[src/rtl/ssrx_pkg.sv]
package ssrx_pkg;
  typedef struct packed {
    logic clearFrame;
    logic takeSample;
    logic checkStart;
    logic shiftData;
    logic finish;
  } rxStrobes_t;
endpackage

[src/rtl/ssrx_datapath.sv]
module ssrx_datapath
  import ssrx_pkg::*;
#(
  parameter int DATA_BITS = 8,
  parameter bit VOTE3     = 1'b1
) (
  input  logic                 clk,
  input  logic                 rst,
  input  logic                 baudTick,
  input  logic                 rxLine,
  input  rxStrobes_t           stb,
  output logic                 lineNow,
  output logic                 linePrev,
  output logic                 voteNow,
  output logic [DATA_BITS-1:0] dataOut,
  output logic                 dataValid,
  output logic                 frameErr,
  output logic                 noiseErr
);
  logic rxMeta, rxSync;
  logic disagree;
  logic noiseAcc;
  logic [DATA_BITS-1:0] shiftReg;

  always_ff @(posedge clk) begin
    if (rst) begin
      rxMeta   <= 1'b1;
      rxSync   <= 1'b1;
      linePrev <= 1'b1;
    end else begin
      rxMeta <= rxLine;
      rxSync <= rxMeta;
      if (baudTick) linePrev <= rxSync;
    end
  end

  assign lineNow = rxSync;

  generate
    if (VOTE3) begin : g_triple
      logic [1:0] smp;
      always_ff @(posedge clk) begin
        if (rst) smp <= 2'b11;
        else if (stb.takeSample) smp <= {smp[0], rxSync};
      end
      assign voteNow  = (smp[1] & smp[0]) | (smp[1] & rxSync) | (smp[0] & rxSync);
      assign disagree = !((smp[1] == smp[0]) && (smp[0] == rxSync));
    end else begin : g_single
      assign voteNow  = rxSync;
      assign disagree = 1'b0;
    end
  endgenerate

  always_ff @(posedge clk) begin
    if (rst) begin
      shiftReg  <= '0;
      noiseAcc  <= 1'b0;
      dataOut   <= '0;
      dataValid <= 1'b0;
      frameErr  <= 1'b0;
      noiseErr  <= 1'b0;
    end else begin
      dataValid <= 1'b0;
      frameErr  <= 1'b0;
      noiseErr  <= 1'b0;
      if (stb.clearFrame) noiseAcc <= 1'b0;
      if (stb.checkStart || stb.shiftData) noiseAcc <= noiseAcc | disagree;
      if (stb.shiftData) shiftReg <= {voteNow, shiftReg[DATA_BITS-1:1]};
      if (stb.finish) begin
        dataOut   <= shiftReg;
        dataValid <= 1'b1;
        frameErr  <= ~voteNow;
        noiseErr  <= noiseAcc | disagree;
      end
    end
  end
endmodule

[src/rtl/ssrx_ctrl.sv]
module ssrx_ctrl
  import ssrx_pkg::*;
#(
  parameter int OVERSAMPLE = 16,
  parameter int DATA_BITS  = 8,
  parameter bit VOTE3      = 1'b1
) (
  input  logic       clk,
  input  logic       rst,
  input  logic       baudTick,
  input  logic       lineNow,
  input  logic       linePrev,
  input  logic       voteNow,
  output rxStrobes_t stb
);
  localparam int SUB_W   = $clog2(OVERSAMPLE);
  localparam int BIDX_W  = $clog2(DATA_BITS + 2);
  localparam int MID     = OVERSAMPLE / 2;
  localparam int FIRST   = VOTE3 ? MID - 1 : MID;
  localparam int LAST    = VOTE3 ? MID + 1 : MID;
  localparam logic [SUB_W-1:0]  SUB_FIRST = SUB_W'(FIRST);
  localparam logic [SUB_W-1:0]  SUB_LAST  = SUB_W'(LAST);
  localparam logic [SUB_W-1:0]  SUB_END   = SUB_W'(OVERSAMPLE - 1);
  localparam logic [BIDX_W-1:0] IDX_LASTD = BIDX_W'(DATA_BITS);

  typedef enum logic {HUNT, FRAME} rxState_e;

  rxState_e          state, stateNext;
  logic [SUB_W-1:0]  subCnt, subNext;
  logic [BIDX_W-1:0] bitIdx, bitNext;
  logic              fallEdge;

  assign fallEdge = baudTick & linePrev & ~lineNow;

  always_comb begin
    stb       = '0;
    stateNext = state;
    subNext   = subCnt;
    bitNext   = bitIdx;
    case (state)
      HUNT: begin
        if (fallEdge) begin
          stb.clearFrame = 1'b1;
          subNext        = SUB_W'(1);
          bitNext        = '0;
          stateNext      = FRAME;
        end
      end
      default: begin
        if (baudTick) begin
          stb.takeSample = (subCnt >= SUB_FIRST) && (subCnt <= SUB_LAST);
          if (subCnt == SUB_LAST) begin
            if (bitIdx == '0) begin
              if (voteNow) stateNext = HUNT;
              else stb.checkStart = 1'b1;
            end else if (bitIdx <= IDX_LASTD) begin
              stb.shiftData = 1'b1;
            end else begin
              stb.finish = 1'b1;
              stateNext  = HUNT;
            end
          end
          if (subCnt == SUB_END) begin
            subNext = '0;
            bitNext = bitIdx + BIDX_W'(1);
          end else begin
            subNext = subCnt + SUB_W'(1);
          end
        end
      end
    endcase
  end

  always_ff @(posedge clk) begin
    if (rst) begin
      state  <= HUNT;
      subCnt <= '0;
      bitIdx <= '0;
    end else begin
      state  <= stateNext;
      subCnt <= subNext;
      bitIdx <= bitNext;
    end
  end
endmodule

[src/rtl/ssrx_top.sv]
module ssrx_top
  import ssrx_pkg::*;
#(
  parameter int OVERSAMPLE = 16,
  parameter int DATA_BITS  = 8,
  parameter bit VOTE3      = 1'b1
) (
  input  logic                 clk,
  input  logic                 rst,
  input  logic                 baudTick,
  input  logic                 rxLine,
  output logic [DATA_BITS-1:0] dataOut,
  output logic                 dataValid,
  output logic                 frameErr,
  output logic                 noiseErr
);
  rxStrobes_t stb;
  logic lineNow, linePrev, voteNow;

  ssrx_ctrl #(.OVERSAMPLE(OVERSAMPLE), .DATA_BITS(DATA_BITS), .VOTE3(VOTE3)) ctrl_i (
    .clk(clk), .rst(rst), .baudTick(baudTick),
    .lineNow(lineNow), .linePrev(linePrev), .voteNow(voteNow), .stb(stb)
  );

  ssrx_datapath #(.DATA_BITS(DATA_BITS), .VOTE3(VOTE3)) dp_i (
    .clk(clk), .rst(rst), .baudTick(baudTick), .rxLine(rxLine), .stb(stb),
    .lineNow(lineNow), .linePrev(linePrev), .voteNow(voteNow),
    .dataOut(dataOut), .dataValid(dataValid), .frameErr(frameErr), .noiseErr(noiseErr)
  );
endmodule

[config.mk]
export PLATFORM = sky130hd
export DESIGN_NAME = ssrx_top
export DESIGN_NICKNAME = d
export VERILOG_FILES = /design/src/rtl/ssrx_pkg.sv /design/src/rtl/ssrx_datapath.sv /design/src/rtl/ssrx_ctrl.sv /design/src/rtl/ssrx_top.sv
export SDC_FILE = /design/constraint.sdc
export NUM_CORES = 1
export LEC_CHECK = 0
export BUFFER_PORTS_ARGS = -buffer_cell sky130_fd_sc_hd__buf_4
export CAP_MARGIN = 20
export CORE_ASPECT_RATIO = 0.6
export CORE_MARGIN = 8
export CORE_UTILIZATION = 61
export DETAILED_ROUTE_END_ITERATION = 10
export PLACE_DENSITY = 0.82
export SYNTH_ARGS = -nofsm -noshare
export SYNTH_HDL_FRONTEND = slang
export SYNTH_SLANG_ARGS = --single-unit
[constraint.sdc]
create_clock -name clk -period 3 [get_ports clk]
set_clock_uncertainty 0.1 [all_clocks]
set_input_delay 0.6 -clock clk [delete_from_list [all_inputs] [get_ports clk]]
set_output_delay 0.6 -clock clk [all_outputs]
set_load 0.02 [all_outputs]
==> results_dict.tcl, run 1 <==
set metrics [dict create \
    status "complete, no violations" \
    fin_util_pct 74.0 \
    drv_slew 0 \
    crit_type "reg2reg" \
    antenna_found_initial 0 \
    finalSetupViolations 0 \
    synth.area.top_cells "dfxtp_1 (46%), mux2i_1 (6.7%), ha_1 (5.9%)" \
    drc 0 \
    ant_nets 0 \
    avgSynthCellArea_um2 9.71 \
    synthArstFlopShare_pct 0 \
    p_per_area_mw_per_mm2 480 \
    cts_root_buf "clkbuf_8" \
    critPathMaxFanout 7 \
    synth_top_area_cell "dfxtp_1" \
    nFillCells 150 \
    final_nets 177 \
    start_util_pct 66.6 \
    ios 15 \
    vias_per_cell 5.91 \
    routedWlPerCell_um 15.5 \
    area_growth_pct 11.0 \
    hold_ws_ps 333 \
    cts_hold_buffers 0 \
    rows 13 \
    io_buffers 14 \
    cts.clk_slew.worst_paths_ps 60 \
    ctsLongestPathBuffers 2 \
    vias 1158 \
    clock-sinks 34 \
    grt_pass1_vias 1046 \
    hp-start "dp_i.rxMeta" \
    first_pass_iters 4 \
    seq_area_frac_synth_pct 45.8 \
    cts.repair.resized 0 \
    total_power_w 0.000791 \
    ff2ff_path_depth 4 \
    synthDominantCellAreaShare_pct 45.8 \
    globalRoute.totalOverflow 0 \
    ys_seq_elements 34 \
    synthDistinctLibCells 37 \
    endpoint_kind "register" \
    slew_headroom_pct 70.5 \
    cts_setup_buffers 0 \
    synthCells 153 \
    fin_crit_sh_pct 61.0 \
    diodes 0 \
    worstReg2RegStart "ctrl_i.subCnt[0]" \
    grt_max_degree 38 \
    clk_latency_ps 270 \
    synth-edff-count 0 \
    gp_congestion 0.856 \
    hpwl_mm 2.21 \
    dieArea_mm2 0.00432 \
    final.setup.tns_ps 0 \
    cts_tree "yes" \
    worstMarginPinSlew_ps 431 \
    placed_cells 189 \
    cts-htree-levels 2 \
    arrival_ps 1860 \
    core_area_mm2 0.00223 \
    max_freq_mhz 547 \
    period_needed_ps 1830 \
    grt_pass1_wl_mm 4.91 \
    syn_nets 164 \
    cts_buffers 5 \
    routed_wl_mm 3.04 \
    timing.rr.end "ctrl_i.subCnt[0]" \
    p_leak_nw 0.680 \
    startpoint_type "register" \
    die_x_um 79.7 \
    max-vdd-ir-drop_mv 0.360 \
    maxCapViolations 0 \
    yosys_most_used_dff "dfxtp_1" \
    rsz0062_at_grt "no" \
    hold_viol_final 0 \
    netlist_area_mm2 0.00149 \
    final_cells 196 \
    hold_path.class "reg2reg" \
    drive_gt1_share_pct 15.7 \
    min_path_cells 1 \
    drt_iter0_drc 78 \
    grt_util_all_layers_pct 14.7 \
    min_to "dp_i.lineNow" \
    r2r_setup_slack_ps 1170 \
    worstPathRequired_ps 3030 \
    fp.dieH_um 54.2 \
    ys_warn_count 0 \
]
cells in the final DEF, fill, tap and decap left out, types with 2 or more instances in the layout:
cell	netlist	final
xor2_1	2	2
clkbuf_1	3	2
mux2i_1	10	10
nor3_1	6	6
or2_2	2	2
nand3b_1	9	9
inv_1	6	6
o21ai_0	13	13
a31oi_1	3	3
and2_1	2	2
nand2_1	6	6
dfxtp_1	34	34
ha_1	7	7
nand4_1	2	2
a211oi_1	3	3
nor2_1	9	9
and3_1	3	3
clkbuf_8	0	5
nand2b_1	9	9
a21oi_1	3	3
buf_4	0	14
cell families after synthesis:
family                     count (synthesis)  synth area share (%)
DFF                                       34                  45.8
buffers and inverters                     14                  5.22
muxes                                     10                  6.74
adders and majority gates                  7                  5.90
AOI/OAI and AO/OA                         27                  11.0
and+or+nand+nor                           59                  24.2
xor gates and xnor gates                   2                  1.18
cell type report:
type	count	area [µm²]	share of cell area (%)
clock buffers	7	76.3	4.63
flip-flops and latches	34	681	41.3
well taps	30	37.5	2.28
multi-input cells	105	727	44.1
inverters	6	22.5	1.37
repair buffers	14	105	6.37
synth_stat cells, types with 2 or more instances:
library cell  count
nand4_1           2
nor3_1            6
ha_1              7
nor2_1            9
clkbuf_1          3
nand2b_1          9
nand2_1           6
a211oi_1          3
buf_6             3
and3_1            3
buf_2             2
mux2i_1          10
and2_1            2
a31oi_1           3
inv_1             6
dfxtp_1          34
o21ai_0          13
or2_2             2
nand3b_1          9
xor2_1            2
a21oi_1           3
how the worst max path moves through the flow:
stage                           from                to
floorplan           ctrl_i.subCnt[0]  ctrl_i.bitIdx[1]
detailed placement          baudTick   dp_i.dataOut[3]
global placement            baudTick   dp_i.dataOut[5]
CTS                 ctrl_i.subCnt[0]  ctrl_i.subCnt[0]
global route        ctrl_i.subCnt[0]  ctrl_i.subCnt[0]
finish              ctrl_i.subCnt[0]  ctrl_i.subCnt[0]
stage by stage:
step / cell area [µm²] / setup slack, ps
finish: 1650 / 1170
global route: 1650 / 966
CTS: 1650 / 1180
detailed placement: 1570 / 994
global placement: 1570 / 1110
floorplan: 1490 / 1400
metal layers:
layer,vias to the layer above,track usage [%],part of all wire (%)
met3,6,5.72,9.6
met4,0,3.66,0.89
met5,-,0,0
met2,53,24.6,44
li1,560,-,-
met1,539,17.6,45
where the power goes:
group	internal (W)	switching (W)	leakage [nW]
registers	0.000455	0.00000404	0.275
clock network	0.000160	0.000148	0.0383
logic	0.0000110	0.0000134	0.367
total	0.000625	0.000166	0.680
registers in the layout, indices dropped and copies added, names as in the netlist:
name,cells
dp_i.g_triple.smp,2
ctrl_i.subCnt,4
dp_i.linePrev,1
dp_i.noiseAcc,1
dp_i.shiftReg,8
dp_i.dataOut,8
dp_i.frameErr,1
ctrl_i.state,1
dp_i.lineNow,1
dp_i.dataValid,1
dp_i.noiseErr,1
ctrl_i.bitIdx,4
dp_i.rxMeta,1
critical path: stages (launching register included):
cell,delay [ps]
dfxtp_1,380
ha_1,260
and3_2,260
and3_1,230
a2111oi_0,450
Power figures use the tool's default switching activity.
==> run 2: changes to the inputs <==
- ABC_AREA: unset -> 1
- CORE_UTILIZATION: 61 -> 56
- PLACE_DENSITY: 0.82 -> 0.76
- clock period: 3 -> 1.88 ns (I/O delays scaled with it)
==> results_dict.tcl, run 2 <==
set metrics [dict create \
    antenna_found_initial 0 \
    rsz0062_at_grt "no" \
    synth_compound_area_share_pct 11.8 \
    crit_type "reg2reg" \
    startpoint_type "register" \
    cts_tree "yes" \
    synth_xor_area_share_pct 0 \
    syn_nets 201 \
    final.setup.tns_ps 0 \
    cts_setup_buffers 0 \
    power_frac_comb_pct 3.4 \
    hpwl_mm 2.46 \
    drive_gt1_share_pct 18.2 \
    clock-sinks 34 \
    worstReg2RegStart "ctrl_i.subCnt[0]" \
    diodes 0 \
    grt_util_all_layers_pct 15.4 \
    cts-htree-levels 2 \
    p_leak_nw 0.795 \
    grt_pass1_wl_mm 5.49 \
    final_cells 241 \
    fp.dieH_um 55.6 \
    vias 1265 \
    synth.area.top_cells "dfxtp_1 (46%), nor2_1 (11%), nand2_1 (6.9%)" \
    final_cell_mix "nor2_1 (44), dfxtp_1 (34), nand2_1 (27)" \
    place_ws_ps 247 \
    max-vdd-ir-drop_mv 0.491 \
    worstMarginPinSlew_ps 391 \
    p_sw_w 0.000284 \
    synth_most_common_cell "nor2_1" \
    endpoint_kind "register" \
    seqCellArea_um2 681 \
    core_area_mm2 0.00250 \
    ctsLongestPathBuffers 2 \
    netlist_area_mm2 0.00147 \
    slew_headroom_pct 73.7 \
    drt_iter0_drc 76 \
    multi_input_area_um2 694 \
    final_common_cell "nor2_1" \
    cp-startpoint "ctrl_i.subCnt[0]" \
    stdcell_area_mm2 0.00169 \
    rows 14 \
    cts_hold_buffers 0 \
    synthSimpleGateAreaFrac_pct 29.6 \
    start_util_pct 58.5 \
    synthAdderAreaFrac_pct 5.97 \
    avgSynthCellArea_um2 7.72 \
    ant_nets 0 \
    synth_top_area_cell "dfxtp_1" \
    vias_per_cell 5.25 \
    yosys_most_used_dff "dfxtp_1" \
    nFillCells 198 \
    io_buffers 14 \
    switching_share_pct 21.5 \
    synthTopCellsByCount "nor2_1 (44), dfxtp_1 (34), nand2_1 (27)" \
    hold_path.class "in2reg" \
    critPathMaxFanout 12 \
    maxCapViolations 0 \
    hold_ws_ps 174 \
    synthDominantCellAreaShare_pct 46.4 \
    finalSetupViolations 0 \
    routedWlPerCell_um 13.5 \
    placed_cells 233 \
    area_growth_pct 15.0 \
    synthCells 190 \
    final_nets 219 \
    synth_top_family_by_area "simple AND/OR/NAND/NOR gates" \
    cts_root_buf "clkbuf_8" \
    cts_buffers 5 \
    ys_seq_elements 34 \
    grt_pass1_vias 1192 \
    synthMuxAreaShare_pct 0 \
    place_area_mm2 0.00160 \
    synth-edff-count 0 \
    cts.clk_slew.worst_paths_ps 70 \
    clk_latency_ps 280 \
    ios 15 \
    worstPathRequired_ps 2000 \
    drc 0 \
    dieArea_mm2 0.00457 \
    arrival_ps 1790 \
    max_freq_mhz 599 \
    die_x_um 82.1 \
    period_needed_ps 1670 \
    drv_slew 0 \
    first_pass_iters 4 \
    ys_warn_count 0 \
    hold_viol_final 0 \
    status "complete, no violations" \
    routed_wl_mm 3.26 \
    synthArstFlopShare_pct 0 \
    power_frac_seq_pct 55.3 \
    fin_crit_sh_pct 88.8 \
    cts.repair.resized 0 \
    globalRoute.totalOverflow 0 \
    p_int_w 0.00104 \
    gp_congestion 0.895 \
    setup_slack_ps 211 \
    hp-start "rxLine" \
    reg.largest.list "dp_i.dataOut (8), dp_i.shiftReg (8)" \
    synthDistinctLibCells 24 \
    seq_area_frac_synth_pct 46.4 \
    p_per_area_mw_per_mm2 784 \
    clkPwrFrac_pct 41.3 \
    grt_max_degree 19 \
]
run 2: per-layer routing:
metal	wire, µm	vias up	track usage (%)	share of wire (%)
li1	-	646	-	-
met1	1640	576	21.5	50
met2	1370	38	20.5	42
met3	214	5	5.97	6.6
met4	31	0	5.47	0.95
met5	0	-	0	0
run 2: power groups by stage:
| stage | clock network, W | logic [W] | registers (W) |
|---|---|---|---|
| 3_5_place_dp | 0 | 0.0000452 | 0.000746 |
| 3_3_place_gp | 0 | 0.0000424 | 0.000746 |
| 6_report | 0.000546 | 0.0000455 | 0.000730 |
| 4_1_cts | 0.000552 | 0.0000454 | 0.000730 |
| 2_1_floorplan | 0 | 0.0000300 | 0.000745 |
| 5_1_grt | 0.000588 | 0.0000511 | 0.000731 |
run 2: area by class of cell:
| class | instances | share of cell area, % |
|---|---|---|
| clock buffers | 7 | 5.12 |
| clock inverters | 1 | 0.297 |
| inverters | 18 | 4.01 |
| multi-input cells | 134 | 41.2 |
| flip-flops and latches | 34 | 40.4 |
| well taps | 32 | 2.37 |
| repair buffers | 15 | 6.68 |
run 2: critical path, cell delays in order, from the launching register on:
cell	delay (ps)
dfxtp_1	420
ha_1	230
nand3_2	120
nor2_4	130
nand3_2	230
inv_2	210
nor2_1	60
nor2_1	100
run 2: worst paths after layout:
kind | slack [ps] | to | cells past startpoint
setup reg to reg | 210 | dp_i.dataOut[5] | 7
setup / recovery | 210 | dp_i.dataOut[5] | 7
hold / removal | 170 | dp_i.rxMeta | 2
hold reg to reg | 310 | dp_i.lineNow | 1
run 2: kinds of logic (layout without fill, tap and decap cells):
group,Yosys count,after routing
simple gates,95,95
flops,34,34
compound gates,32,32
buf+inv,22,41
fa+ha+maj,7,7
run 2: stage by stage:
step | power [W] | util (%)
after floorplan | 0.000775 | -
final | 0.00132 | 67.3
after global routing | 0.00137 | 67.3
after detailed placement | 0.000791 | 63.7
after CTS | 0.00133 | 67.3
after global placement | 0.000788 | 63.7
